`src/rtl/cfu_pkg.sv`:
```
// Shared types for the connection field unit: the per-dimension rule word
// and the sequencer states. Rule field widths are fixed here.
package cfu_pkg;
    localparam int SHW = 3;  // scale shift width (scale = 2**shift)
    localparam int OVW = 8;  // overlap width, unsigned
    localparam int OFW = 8;  // offset width, two's complement

    typedef struct packed {
        logic           conv;  // 1 = convergent rule
        logic [SHW-1:0] sh;    // log2 of scale
        logic [OVW-1:0] ovl;   // overlap
        logic [OFW-1:0] ofs;   // offset, signed
    } dim_rule_t;

    localparam int RULE_W = $bits(dim_rule_t);

    typedef enum logic [1:0] {
        ST_IDLE,
        ST_XDIM,
        ST_YDIM,
        ST_EMIT
    } seq_state_t;
endpackage

```
`src/rtl/cfu_rule_table.sv`:
```
// Rule table: ENTRIES pairs of X/Y rules. It is written one entry per
// cfg_we pulse and read asynchronously by index.
// Assumes: software does not write the entry that a neuron in flight uses.
module cfu_rule_table
    import cfu_pkg::*;
#(
    parameter  int ENTRIES = 32,
    localparam int IW      = $clog2(ENTRIES)
) (
    input  logic      clk,
    input  logic      rst_n,
    input  logic      wr_en,
    input  logic [IW-1:0] wr_idx,
    input  dim_rule_t wr_x,
    input  dim_rule_t wr_y,
    input  logic [IW-1:0] rd_idx,
    output dim_rule_t rd_x,
    output dim_rule_t rd_y
);
    dim_rule_t tab_x [ENTRIES];
    dim_rule_t tab_y [ENTRIES];

    // storage: clear on reset, single-entry write otherwise
    always_ff @(posedge clk) begin
        if (!rst_n) begin
            for (int i = 0; i < ENTRIES; i++) begin
                tab_x[i] <= '0;
                tab_y[i] <= '0;
            end
        end else if (wr_en) begin
            tab_x[wr_idx] <= wr_x;
            tab_y[wr_idx] <= wr_y;
        end
    end

    assign rd_x = tab_x[rd_idx];
    assign rd_y = tab_y[rd_idx];
endmodule

```
`src/rtl/cfu_coord_decode.sv`:
```
// Coordinate decode: splits the sector number and the block number into
// their x and y parts and concatenates them. All counts are powers of two,
// so the multiplies and adds reduce to bit placement.
module cfu_coord_decode #(
    parameter  int SXL = 2,
    parameter  int SYL = 2,
    parameter  int BXL = 3,
    parameter  int BYL = 3,
    localparam int SNW = SXL + SYL,
    localparam int BNW = BXL + BYL
) (
    input  logic [SNW-1:0]     sn,
    input  logic [BNW-1:0]     bn,
    output logic [BXL+SXL-1:0] cx,
    output logic [BYL+SYL-1:0] cy
);
    assign cx = {bn[BXL-1:0],   sn[SXL-1:0]};
    assign cy = {bn[BNW-1:BXL], sn[SNW-1:SXL]};
endmodule

```
`src/rtl/cfu_field_calc.sv`:
```
// Shared field datapath: for one coordinate and one rule, gives the signed
// first and last connected index. The backward flag swaps the rule kind.
// Purely combinational; the caller applies it to X and then to Y.
module cfu_field_calc
    import cfu_pkg::*;
#(
    parameter int CW = 5,
    parameter int FW = 15
) (
    input  logic [CW-1:0]        coord,
    input  dim_rule_t            rule,
    input  logic                 bwd,
    output logic signed [FW-1:0] first,
    output logic signed [FW-1:0] last
);
    logic          conv_eff;
    logic [FW-1:0] cext;
    logic [FW-1:0] base;
    logic [FW-1:0] span;
    logic [FW-1:0] tail;

    // rule kind after direction swap, then scaled centre, spread and tail
    always_comb begin
        conv_eff = rule.conv ^ bwd;
        cext     = FW'(coord);
        base     = conv_eff ? (cext >> rule.sh) : (cext << rule.sh);
        span     = FW'(rule.ovl) + FW'($signed(rule.ofs));
        tail     = conv_eff ? '0 : ((FW'(1) << rule.sh) - FW'(1));
        first    = $signed(base - span);
        last     = $signed(base + span + tail);
    end
endmodule

```
`src/rtl/conn_field_unit.sv`:
```
// Connection field unit (top). It accepts one neuron per input handshake,
// latches it, evaluates X and then Y on the shared field datapath, and
// offers the result until it is taken.
// Assumes: the rule table is not rewritten for an entry in flight.
module conn_field_unit
    import cfu_pkg::*;
#(
    parameter  int SXL     = 2,
    parameter  int SYL     = 2,
    parameter  int BXL     = 3,
    parameter  int BYL     = 3,
    parameter  int ENTRIES = 32,
    localparam int SNW     = SXL + SYL,
    localparam int BNW     = BXL + BYL,
    localparam int XW      = BXL + SXL,
    localparam int YW      = BYL + SYL,
    localparam int CW      = (XW > YW) ? XW : YW,
    localparam int FW      = CW + (1 << SHW) + 2,
    localparam int IW      = $clog2(ENTRIES)
) (
    input  logic                 clk,
    input  logic                 rst_n,
    input  logic                 cfg_we,
    input  logic [IW-1:0]        cfg_idx,
    input  logic [RULE_W-1:0]    cfg_rule_x,
    input  logic [RULE_W-1:0]    cfg_rule_y,
    input  logic                 in_valid,
    output logic                 in_ready,
    input  logic [SNW-1:0]       in_sn,
    input  logic [BNW-1:0]       in_bn,
    input  logic [IW-1:0]        in_cn,
    input  logic                 in_bwd,
    output logic                 out_valid,
    input  logic                 out_ready,
    output logic [XW-1:0]        out_x,
    output logic [YW-1:0]        out_y,
    output logic [IW-1:0]        out_cn,
    output logic signed [FW-1:0] out_first_x,
    output logic signed [FW-1:0] out_last_x,
    output logic signed [FW-1:0] out_first_y,
    output logic signed [FW-1:0] out_last_y
);
    seq_state_t           state;
    logic [SNW-1:0]       hold_sn;
    logic [BNW-1:0]       hold_bn;
    logic [IW-1:0]        hold_cn;
    logic                 hold_bwd;
    logic [XW-1:0]        cx;
    logic [YW-1:0]        cy;
    dim_rule_t            rx;
    dim_rule_t            ry;
    dim_rule_t            act_rule;
    logic [CW-1:0]        act_coord;
    logic signed [FW-1:0] dp_first;
    logic signed [FW-1:0] dp_last;

    cfu_rule_table #(.ENTRIES(ENTRIES)) table_i (
        .clk    (clk),
        .rst_n  (rst_n),
        .wr_en  (cfg_we),
        .wr_idx (cfg_idx),
        .wr_x   (dim_rule_t'(cfg_rule_x)),
        .wr_y   (dim_rule_t'(cfg_rule_y)),
        .rd_idx (hold_cn),
        .rd_x   (rx),
        .rd_y   (ry)
    );

    cfu_coord_decode #(.SXL(SXL), .SYL(SYL), .BXL(BXL), .BYL(BYL)) decode_i (
        .sn (hold_sn),
        .bn (hold_bn),
        .cx (cx),
        .cy (cy)
    );

    // one datapath, operands steered by the dimension being worked on
    always_comb begin
        if (state == ST_YDIM) begin
            act_coord = CW'(cy);
            act_rule  = ry;
        end else begin
            act_coord = CW'(cx);
            act_rule  = rx;
        end
    end

    cfu_field_calc #(.CW(CW), .FW(FW)) field_i (
        .coord (act_coord),
        .rule  (act_rule),
        .bwd   (hold_bwd),
        .first (dp_first),
        .last  (dp_last)
    );

    // sequencer: accept, X pass, Y pass, present result
    always_ff @(posedge clk) begin
        if (!rst_n) begin
            state       <= ST_IDLE;
            hold_sn     <= '0;
            hold_bn     <= '0;
            hold_cn     <= '0;
            hold_bwd    <= 1'b0;
            out_first_x <= '0;
            out_last_x  <= '0;
            out_first_y <= '0;
            out_last_y  <= '0;
        end else begin
            case (state)
                ST_IDLE: if (in_valid) begin
                    hold_sn  <= in_sn;
                    hold_bn  <= in_bn;
                    hold_cn  <= in_cn;
                    hold_bwd <= in_bwd;
                    state    <= ST_XDIM;
                end
                ST_XDIM: begin
                    out_first_x <= dp_first;
                    out_last_x  <= dp_last;
                    state       <= ST_YDIM;
                end
                ST_YDIM: begin
                    out_first_y <= dp_first;
                    out_last_y  <= dp_last;
                    state       <= ST_EMIT;
                end
                ST_EMIT: if (out_ready) state <= ST_IDLE;
                default: state <= ST_IDLE;
            endcase
        end
    end

    assign in_ready  = (state == ST_IDLE);
    assign out_valid = (state == ST_EMIT);
    assign out_x     = cx;
    assign out_y     = cy;
    assign out_cn    = hold_cn;
endmodule

```
`config.mk`:
```
export PLATFORM = sky130hd
export DESIGN_NAME = conn_field_unit
export DESIGN_NICKNAME = d
export VERILOG_FILES = /design/src/rtl/cfu_pkg.sv /design/src/rtl/cfu_rule_table.sv /design/src/rtl/cfu_coord_decode.sv /design/src/rtl/cfu_field_calc.sv /design/src/rtl/conn_field_unit.sv
export SDC_FILE = /design/constraint.sdc
export NUM_CORES = 2
export LEC_CHECK = 0
export ABC_AREA = 1
export BUFFER_PORTS_ARGS = -buffer_cell sky130_fd_sc_hd__buf_2
export CAP_MARGIN = 20
export CORE_MARGIN = 4
export CORE_UTILIZATION = 45
export CTS_CLUSTER_DIAMETER = 30
export DETAILED_ROUTE_END_ITERATION = 7
export PLACE_DENSITY_LB_ADDON = 0.1
export SLEW_MARGIN = 25
export SYNTH_ARGS = -nofsm -noshare
export SYNTH_HDL_FRONTEND = slang
export SYNTH_SLANG_ARGS = --single-unit
```
`constraint.sdc`:
```
create_clock -name clk -period 13.7 [get_ports clk]
set_input_delay 0 -clock clk [delete_from_list [all_inputs] [get_ports clk]]
set_output_delay 0 -clock clk [all_outputs]
set_load 0.02 [all_outputs]
```
==> flow_summary.json <==
{
  "status": "complete, no violations",
  "fp.dieW_um": 377.5,
  "timing.final.crit_share_pct": 58.97,
  "pwr-share-seq_pct": 25.9,
  "rows": 135,
  "syn_inst": 6184,
  "wire_per_inst_um": 27.47,
  "dp_hpwl_mm": 103.9,
  "drive_above_1_share_pct": 13.01,
  "fin_setup_tns_ns": 0,
  "avgSynthCellArea_um2": 9.933,
  "p_sw_share_pct": 36.13,
  "grt_max_degree": 213,
  "cts_setup_buffers": 0,
  "ir_worst_vdd_uv": 327.5,
  "cts_tree": "done",
  "synth.distinct_cells": 44,
  "internal-power_uw": 12370,
  "final_cell_mix": "2068 x nor2_1, 1280 x edfxtp_1, 676 x o21ai_0, 455 x nand2_1, 339 x clkbuf_16",
  "antenna_found_initial": 6,
  "grt_pass1_vias": 47740,
  "finalPower_uw": 19370,
  "drv_cap": 0,
  "cp-end-kind": "register",
  "synth_area_um2": 61430,
  "path_max_fanout": 85,
  "maxSlewHeadroom_pct": 21.67,
  "drt_iter0_markers": 6447,
  "p_leak_uw": 0.02910,
  "arrival_ns": 8.85,
  "nets": 6386,
  "drt_drc_violations_left": 0,
  "ys_seq_elements": 1363,
  "io_buffers": 142,
  "viasPerCell": 5.937,
  "max_freq_mhz": 123.8,
  "grt_pass1_wl_mm": 328.0,
  "slowest_stage": "buf_4",
  "combinationalPowerShare_pct": 32.8,
  "totalWireLength_mm": 228.0,
  "clk_pin_slew_ns": 0.05,
  "num_vias": 49280,
  "place_ws_ns": 5.758,
  "setup.worst_path.class": "register to register",
  "numCtsBuffers": 331,
  "clk_path_buf_depth": 4,
  "clkPwrFrac_pct": 41.3,
  "period_minus_slack_ns": 8.078,
  "fin_util_pct": 55.70,
  "whs_ns": 0.08347,
  "synth_seq_area_share_pct": 65.28,
  "power.density_nw_per_um2": 256.7,
  "track_usage_pct": 31.60,
  "synthArstFlopShare_pct": 0,
  "hold_violations": 0,
  "synth-edff-count": 1280,
  "worstMarginPinSlew_ns": 1.175,
  "crit_top_cell": "o21ai_0",
  "syn2layout_area_growth_pct": 22.84,
  "htreeDepth": 5,
  "worst_slack_ns": 5.622,
  "finalMaxSlewViolations": 0,
  "mostFrequentLayoutCell": "nor2_1",
  "drt.antenna.violating_nets": 0,
  "io_pins": 143,
  "cts.sinks": 1363,
  "ys.flop_type": "edfxtp_1",
  "root_buffer": "clkbuf_16",
  "drtPass1Iterations": 6,
  "rsz0062_at_grt": "no",
  "initial_core_util_pct": 45.34,
  "yosysWarnings": 0,
  "max_stage_delay_ns": 0.88,
  "die_h_um": 377.5,
  "gp_congestion": 0.8823,
  "hold_path.class": "input pin to register",
  "setup_viol": 0,
  "die_area_um2": 142500,
  "required_ns": 14.47,
  "ctsResizeCount": 0,
  "power.switching_uw": 6998,
  "startpoint_type": "register",
  "clkLatencyLatePin_ns": 0.91,
  "core_um2": 135500,
  "finClkSkew_ns": 0.05441,
  "grt_overflow": 0,
  "synth_nets": 6305
}
-- worst paths after layout --
path | end | start | depth (start not counted) | slack, ns
worst max-delay path | out_last_x[13] | register | 30 | 5.62
worst min-delay path | table_i.tab_x[22][9] | cfg_rule_x[9] | 3 | 0.08
worst min register to register | out_first_x[10] | out_first_x[10] | 2 | 0.48
worst max register to register | out_last_x[13] | register | 30 | 5.62
-- repair_timing --
action                                 4_1_cts  5_1_grt
setup endpoints to repair                    0        0
endpoints found under the hold margin     1163       32
hold buffers                                87        1
-- sequential cells by signal (all words and copies together), names as in the netlist, 5 cells and up, named ones only --
| signal | flops |
|---|---|
| out_first_y | 15 |
| out_last_x | 15 |
| table_i.tab_y | 640 |
| table_i.tab_x | 640 |
| out_last_y | 15 |
| out_cn | 5 |
| out_first_x | 15 |
| hold_bn | 6 |
-- worst max-delay path: cells and delay by family (launching register included) --
family | cells | cell delay, ns
AND/OR/NAND/NOR | 4 | 0.55
XOR/XNOR | 2 | 0.30
buffers and inverters | 7 | 2.57
adder cells (fa/ha/maj) | 3 | 1.32
flip-flops | 1 | 0.55
AO/OA/AOI/OAI | 14 | 2.59
-- area by class of cell --
type | instances | area, µm²
fillers | 11650 | 60010
diodes | 2 | 5.005
clock inverters | 208 | 2688
clock buffers | 377 | 8656
repair buffers | 303 | 2255
inverters | 184 | 711.9
multi-input cells | 4082 | 18800
well taps | 1781 | 2228
flip-flops and latches | 1363 | 40110
-- layer usage --
metal,vias to the layer above,part of all wire (%),global-route usage [%]
met1,24350,40,42.23
met3,555,11,7.758
met4,4,3.8,12.34
met2,2932,45,49.92
li1,21440,-,-
met5,-,0.011,0
-- power by group through the flow --
stage / Combinational (µW) / Sequential (µW) / Clock, µW
6_report: 6350 / 5010 / 8010
5_1_grt: 6910 / 5030 / 8290
4_1_cts: 6290 / 5010 / 8040
3_5_place_dp: 6240 / 5080 / 0
3_3_place_gp: 6210 / 5070 / 0
2_1_floorplan: 4050 / 5100 / 0
-- stage by stage --
| step | std cells | area, µm² |
|---|---|---|
| after global routing | 8298 | 75450 |
| final | 8300 | 75450 |
| after detailed placement | 7624 | 63190 |
| after CTS | 8296 | 75400 |
| after global placement | 7624 | 63190 |
| after floorplan | 6184 | 61430 |
-- synthesized netlist by cell type (4+ instances only) --
| cell | instances | area share (%) |
|---|---|---|
| o21ai_1 | 7 | 0.057 |
| a21oi_1 | 41 | 0.33 |
| o21bai_1 | 8 | 0.098 |
| nand2_2 | 5 | 0.051 |
| or2_2 | 6 | 0.061 |
| nand3_1 | 303 | 2.5 |
| o21ai_0 | 677 | 5.5 |
| fa_1 | 12 | 0.39 |
| ha_1 | 43 | 0.88 |
| nand2_1 | 519 | 3.2 |
| buf_1 | 14 | 0.086 |
| inv_2 | 7 | 0.043 |
| o211ai_1 | 20 | 0.24 |
| buf_4 | 12 | 0.15 |
| xor2_1 | 15 | 0.21 |
| a31oi_1 | 4 | 0.041 |
| inv_1 | 174 | 1.1 |
| buf_2 | 50 | 0.41 |
| dfxtp_1 | 83 | 2.7 |
| edfxtp_1 | 1280 | 63 |
| xnor2_1 | 9 | 0.13 |
| clkbuf_1 | 479 | 2.9 |
| o31ai_1 | 4 | 0.049 |
| nor2_1 | 2068 | 13 |
| o221ai_1 | 33 | 0.47 |
| nor3_1 | 13 | 0.11 |
| o22ai_1 | 258 | 2.6 |
| o32ai_1 | 10 | 0.14 |
| o311ai_0 | 5 | 0.071 |
-- cell families (layout without fill, tap and decap cells) --
kind of cell	count (synthesis)	after routing	share of synthesized area, %
compound gates	1076	1076	9.773
xor+xnor	24	24	0.3422
fa+ha+maj	55	55	1.267
buf+inv	739	1072	4.691
flops	1363	1363	65.28
mux	3	3	0.04889
other cells	1	3	0.006105
simple gates	2923	2923	18.59
Note: power is estimated with default switching activity, not from simulation.
